File: config.mk
export PLATFORM = sky130hd
export DESIGN_NAME = multi_capture_timer
export DESIGN_NICKNAME = d
export VERILOG_FILES = /design/src/rtl/mct_pkg.sv /design/src/rtl/mct_prescaler.sv /design/src/rtl/mct_edge_sync.sv /design/src/rtl/mct_half_counter.sv /design/src/rtl/multi_capture_timer.sv
export SDC_FILE = /design/constraint.sdc
export NUM_CORES = 1
export LEC_CHECK = 0
export CAP_MARGIN = 20
export CORE_MARGIN = 5
export CORE_UTILIZATION = 50
export DETAILED_ROUTE_END_ITERATION = 6
export PLACE_DENSITY = 0.79
export REMOVE_ABC_BUFFERS = 1
export SLEW_MARGIN = 40
export SYNTH_ARGS = -nofsm -noshare
export SYNTH_HDL_FRONTEND = slang
export SYNTH_SLANG_ARGS = --single-unit
File: constraint.sdc
create_clock -name clk -period 2.9 [get_ports clk]
set_clock_uncertainty 0.15 [all_clocks]
set_input_delay 0.29 -clock clk [delete_from_list [all_inputs] [get_ports clk]]
set_output_delay 0.29 -clock clk [all_outputs]
set_load 0.02 [all_outputs]
File: src/rtl/mct_pkg.sv
package mct_pkg;

  typedef enum logic [1:0] {
    MD_DUAL8   = 2'd0,
    MD_TMR_EVT = 2'd1,
    MD_TMR16   = 2'd2,
    MD_EVT16   = 2'd3
  } mct_mode_e;

  // Both halves joined into one wide unit.
  function automatic logic is_wide(mct_mode_e m);
    return (m == MD_TMR16) || (m == MD_EVT16);
  endfunction

  // Low half is fed by external edges instead of prescaler ticks.
  function automatic logic lo_counts_events(mct_mode_e m);
    return m == MD_EVT16;
  endfunction

  // High half is fed by external edges in its own right.
  function automatic logic hi_counts_events(mct_mode_e m);
    return m == MD_TMR_EVT;
  endfunction

endpackage

File: src/rtl/mct_prescaler.sv
module mct_prescaler #(
  parameter int unsigned PW = 8
) (
  input  logic          clk,
  input  logic          rst_n,
  input  logic          clr,
  input  logic [PW-1:0] reload,
  output logic          tick
);

  logic [PW-1:0] pc;

  function automatic logic [PW-1:0] pc_step(input logic [PW-1:0] c, input logic at_end);
    return at_end ? '0 : c + 1'b1;
  endfunction

  assign tick = (pc == reload);

  always_ff @(posedge clk) begin
    if (!rst_n)   pc <= '0;
    else if (clr) pc <= '0;
    else          pc <= pc_step(pc, tick);
  end

  AST_TICK_SPACING: assert property (@(posedge clk) disable iff (!rst_n)
    (tick && reload != '0) |=> (!tick || reload != $past(reload)));

endmodule

File: src/rtl/mct_edge_sync.sv
module mct_edge_sync (
  input  logic clk,
  input  logic rst_n,
  input  logic async_in,
  output logic rise
);

  logic [2:0] sh;

  always_ff @(posedge clk) begin
    if (!rst_n) sh <= '0;
    else        sh <= {sh[1:0], async_in};
  end

  assign rise = sh[1] & ~sh[2];

  AST_ONE_CYCLE_RISE: assert property (@(posedge clk) disable iff (!rst_n)
    rise |=> !rise);

endmodule

File: src/rtl/mct_half_counter.sv
module mct_half_counter #(
  parameter int unsigned W = 8
) (
  input  logic         clk,
  input  logic         rst_n,
  input  logic         clr,
  input  logic         to_zero,
  input  logic         inc,
  output logic [W-1:0] cnt
);

  function automatic logic [W-1:0] next_val(input logic [W-1:0] c, input logic z, input logic i);
    if (z)      return '0;
    else if (i) return c + 1'b1;
    else        return c;
  endfunction

  always_ff @(posedge clk) begin
    if (!rst_n)   cnt <= '0;
    else if (clr) cnt <= '0;
    else          cnt <= next_val(cnt, to_zero, inc);
  end

endmodule

File: src/rtl/multi_capture_timer.sv
module multi_capture_timer #(
  parameter int unsigned HALF_W = 8,
  parameter int unsigned PSC_W  = 8
) (
  input  logic              clk,
  input  logic              rst_n,
  input  logic [1:0]        mode_sel,
  input  logic [PSC_W-1:0]  psc_reload,
  input  logic [HALF_W-1:0] match_lo,
  input  logic [HALF_W-1:0] match_hi,
  input  logic              ev_in,
  input  logic              cap_stb_lo,
  input  logic              cap_stb_hi,
  input  logic              irq_clr_lo,
  input  logic              irq_clr_hi,
  output logic [HALF_W-1:0] cap_lo,
  output logic [HALF_W-1:0] cap_hi,
  output logic              irq_lo,
  output logic              irq_hi
);
  import mct_pkg::*;

  localparam int unsigned FULL_W = 2 * HALF_W;

  mct_mode_e         mode_q, mode_in;
  logic              mode_chg, wide;
  logic              ptick, ev_rise;
  logic [HALF_W-1:0] cnt_lo, cnt_hi;
  logic              inc_lo, inc_hi, hit16, hit_lo, hit_hi;
  logic              zero_lo, zero_hi, carry_lo;

  // Carry out of a byte that is about to step past its all-ones value.
  function automatic logic byte_carry(input logic [HALF_W-1:0] c, input logic i, input logic z);
    return i && !z && (c == {HALF_W{1'b1}});
  endfunction

  function automatic logic next_flag(input logic f, input logic set, input logic clr);
    return set | (f & ~clr);
  endfunction

  assign mode_in  = mct_mode_e'(mode_sel);
  assign mode_chg = (mode_in != mode_q);
  assign wide     = is_wide(mode_q);

  always_ff @(posedge clk) begin
    if (!rst_n) mode_q <= MD_DUAL8;
    else        mode_q <= mode_in;
  end

  mct_prescaler #(.PW(PSC_W)) u_psc (
    .clk(clk), .rst_n(rst_n), .clr(mode_chg), .reload(psc_reload), .tick(ptick)
  );

  mct_edge_sync u_sync (
    .clk(clk), .rst_n(rst_n), .async_in(ev_in), .rise(ev_rise)
  );

  // Count sources per mode.
  assign inc_lo = !mode_chg && (lo_counts_events(mode_q) ? ev_rise : ptick);

  always_comb begin
    if (mode_chg)                    inc_hi = 1'b0;
    else if (wide)                   inc_hi = carry_lo;
    else if (hi_counts_events(mode_q)) inc_hi = ev_rise;
    else                             inc_hi = ptick;
  end

  // Match detection.
  assign hit16   = wide && inc_lo && ({cnt_hi, cnt_lo} == FULL_W'({match_hi, match_lo}));
  assign hit_lo  = wide ? hit16 : (inc_lo && cnt_lo == match_lo);
  assign hit_hi  = !wide && inc_hi && (cnt_hi == match_hi);
  assign zero_lo = hit_lo;
  assign zero_hi = wide ? hit16 : hit_hi;
  assign carry_lo = byte_carry(cnt_lo, inc_lo, zero_lo);

  mct_half_counter #(.W(HALF_W)) u_lo (
    .clk(clk), .rst_n(rst_n), .clr(mode_chg), .to_zero(zero_lo), .inc(inc_lo), .cnt(cnt_lo)
  );

  mct_half_counter #(.W(HALF_W)) u_hi (
    .clk(clk), .rst_n(rst_n), .clr(mode_chg), .to_zero(zero_hi), .inc(inc_hi), .cnt(cnt_hi)
  );

  // Sticky flags: a new hit wins over a clear in the same cycle.
  always_ff @(posedge clk) begin
    if (!rst_n) begin
      irq_lo <= 1'b0;
      irq_hi <= 1'b0;
    end else begin
      irq_lo <= next_flag(irq_lo, hit_lo, irq_clr_lo);
      irq_hi <= next_flag(irq_hi, hit_hi, irq_clr_hi);
    end
  end

  // Capture registers.
  always_ff @(posedge clk) begin
    if (!rst_n) begin
      cap_lo <= '0;
      cap_hi <= '0;
    end else if (wide) begin
      if (cap_stb_lo) begin
        cap_lo <= cnt_lo;
        cap_hi <= cnt_hi;
      end
    end else begin
      if (cap_stb_lo) cap_lo <= cnt_lo;
      if (cap_stb_hi) cap_hi <= cnt_hi;
    end
  end

  AST_MODE_CLEAR: assert property (@(posedge clk) disable iff (!rst_n)
    mode_chg |=> (cnt_lo == '0 && cnt_hi == '0));
  AST_HIT_ZERO: assert property (@(posedge clk) disable iff (!rst_n)
    hit_lo |=> (cnt_lo == '0));
  AST_FLAG_STICKY: assert property (@(posedge clk) disable iff (!rst_n)
    (irq_lo && !irq_clr_lo) |=> irq_lo);
  AST_WIDE_HI_QUIET: assert property (@(posedge clk) disable iff (!rst_n)
    (wide && !irq_hi) |=> !irq_hi);
  AST_CAP16_ATOMIC: assert property (@(posedge clk) disable iff (!rst_n)
    (wide && cap_stb_lo) |=> (cap_lo == $past(cnt_lo) && cap_hi == $past(cnt_hi)));

endmodule

==> metrics.csv <==
metric,value,unit
worst path arrival time,2.64,ns
f_max,390,MHz
Post-Syn Area per Cell,9.35,um^2
TNS Setup,0,ns
routed vias/inst,5.24,
R2R setup slack,0.39,ns
gpl congestion,0.809,
Cells on Worst Hold Path,1,
Yosys reg bits,47,
crit path max fanout,16,
Die Area,5990,um^2
TritonCTS clock tree,done,
nature of the critical path endpoint,flip-flop,
Setup WS pre-CTS,0.0309,ns
initial antenna violation count,0,
critical path class,primary input to flip-flop,
first-pass GRT wire length,8.28,mm
via count,1835,
Tightest Hold Check Type,flip-flop to flip-flop,
delay of the slowest critical-path stage,0.45,ns
Worst Reg2Reg Path Length in Cells,7,
Slew Limit Headroom,65.0,%
"Clk pin slew, worst setup/hold paths",0.08,ns
Layout area overhead,29.4,%
Remaining DRCs,0,
row count,24,
layout cell share with drive strength beyond 1,5.03,%
fin. max-slew vios,0,
final hold vios,0,
root buffer cell,clkbuf_8,
status,completed,
post-CTS resize count,0,
clock latency on the worst-skew pair,0.30,ns
Inserted Clock Buffers,5,
FF/Latch Area,941,um^2
Final period util,88.5,%
r2r endpoint,u_hi.cnt[3]$_SDFFE_PP0P_,
DRT antenna net count,0,
Setup-failing EPs final,0,
R2R Path Start,u_psc.pc[5]$_SDFF_PP0_,
Die Height,77.4,um
most frequent cells in the layout,"clkdlybuf4s50_1, dfxtp_1, xor2_1",
fillers,373,
multi-input logic area,1270,um^2
Ports,51,
cell area after synthesis,2270,um^2
router iterations before antenna repair,4,
"Seq/Total Area, Yosys",41.4,%
Tot Pwr,0.00122,W
vias in the first global route,1803,
"Distinct cells, synth",35,
CP startpoint kind,primary input,
per-cell routed wire length,14.0,um
pwr dens,416,nW/um^2
core area,4380,um^2
hold-fix buffers at CTS,0,
"Slowest-stage cell, CP",o31a_1,
Post-CTS Repair Setup Buffers,0,
crit path from,psc_reload[4],
maxcap violations,0,
ANT cells,0,
routed wire length,4.91,mm
die width,77.4,um
Critical path destination,u_hi.cnt[3]$_SDFFE_PP0P_,
Worst Path Required,2.98,ns
largest net degree at the start of global routing,24,
Initial Util,51.8,%
Worst-Margin Slew,0.521,ns
Worst VDD drop,0.000293,V
Yosys Warn Count,0,
post-DP HPWL,3.76,mm
crit path cell chain,clkdlybuf4s50_1 -> xor2_1 -> nor4_2 -> nand4b_1 -> and3_1 -> o31a_1 -> or3_1 -> a21oi_1,
RSZ-0062 raised after global routing,no,
Clock Path Buffers,2,
Final nets,334,
final worst setup slack,0.335,ns
GRT Resource Usage Total,16.8,%
H-Tree Depth,2,
clock sink count,47,
Final min period,2.57,ns
# port buffers,50,
gate count of the mapped netlist,243,
"most common cell after layout, fill and taps aside",clkdlybuf4s50_1,
leak pwr,1.11,nW
Iteration-0 DRC Markers,97,
grt total ovfl,0,
## cell families (layout without fill, tap and decap cells)
group / Yosys count / in the layout / share of synthesized area [%]
muxes: 18 / 18 / 7.93
AOI/OAI and AO/OA: 25 / 25 / 6.22
buffers and inverters: 12 / 67 / 2.70
DFF: 47 / 47 / 41.4
and+or+nand+nor: 100 / 100 / 25.4
xor gates and xnor gates: 38 / 38 / 14.6
adders and majority gates: 3 / 3 / 1.65
## report_power, final
group	internal (W)	switching, W	leakage (nW)	total [W]
clock	0.000253	0.000202	0.0513	0.000455
combinational	0.0000672	0.0000467	0.683	0.000114
sequential	0.000649	0.00000496	0.380	0.000654
## Yosys cell counts
library cell	count	area share, %
nor4_2	2	1.1
nor3b_1	3	0.99
a31oi_1	1	0.28
buf_2	1	0.22
buf_6	2	0.99
or4_1	1	0.33
nor2_1	19	3.1
inv_1	4	0.66
or3_1	7	1.9
nor4_1	4	1.1
nor4bb_1	1	0.44
or4b_2	1	0.44
nand4_1	8	2.2
o21ai_0	8	1.8
xor2_1	31	12
mux2i_1	18	7.9
and2_1	5	1.4
nand3_1	7	1.5
a311oi_1	1	0.39
nand2_1	9	1.5
nand2b_1	5	1.4
nand3b_1	1	0.33
ha_1	3	1.7
o31a_1	1	0.39
a21oi_1	10	2.2
dfxtp_1	47	41
nand4b_1	2	0.77
o21a_1	1	0.33
a21boi_0	1	0.33
and3_1	7	1.9
clkbuf_1	5	0.83
a211oi_1	1	0.33
nor2b_1	18	5.0
o21ai_1	1	0.22
xnor2_1	7	2.7
## worst min-delay path by stage
stage | startpoint | end
after floorplan | mode_sel[0] | mode_q[0]$_SDFF_PN0_
after global placement | u_sync.sh[0]$_SDFF_PN0_ | u_sync.sh[1]$_SDFF_PN0_
after detailed placement | u_sync.sh[0]$_SDFF_PN0_ | u_sync.sh[1]$_SDFF_PN0_
after CTS | u_sync.sh[0]$_SDFF_PN0_ | u_sync.sh[1]$_SDFF_PN0_
after global routing | u_sync.sh[0]$_SDFF_PN0_ | u_sync.sh[1]$_SDFF_PN0_
final | u_sync.sh[0]$_SDFF_PN0_ | u_sync.sh[1]$_SDFF_PN0_
## through the flow
stage	utilization, %	std cells	hold slack, ns	area, um^2
6_report	67.0	350	0.288	2940
5_1_grt	67.0	350	0.327	2940
4_1_cts	67.0	350	0.290	2940
3_5_place_dp	64.7	343	0.273	2840
3_3_place_gp	64.7	343	0.265	2840
2_1_floorplan	-	235	0.262	2230
## routing by layer
metal	track usage, %	up-vias	part of all wire (%)	wire length, um
met4	5.84	0	1.7	84
met2	27.5	41	48	2370
met5	0	-	0	0
li1	-	942	-	-
met3	4.75	8	4.6	226
met1	21.1	844	45	2230
## cell type report
type	count	area share, %
multi-input combinational	184	43.2
sequential	47	32.0
timing repair buffer	56	18.6
clock buffer	6	2.47
tap	52	2.21
clock inverter	1	1.02
inverter	4	0.511
## registers in the layout (all words and copies together) (netlist names)
signal and cells:
irq_hi 1, cap_hi 8, u_sync.sh 3, u_psc.pc 8
cap_lo 8, irq_lo 1, mode_q 2, u_lo.cnt 8
u_hi.cnt 8
## critical path: cells and delay by family
family / cells / cell delay (ns)
AO/OA/AOI/OAI: 2 / 0.60
XOR/XNOR: 1 / 0.17
buffers and inverters: 1 / 0.43
AND/OR/NAND/NOR: 4 / 1.17
Note: power is estimated with default switching activity, not from simulation.
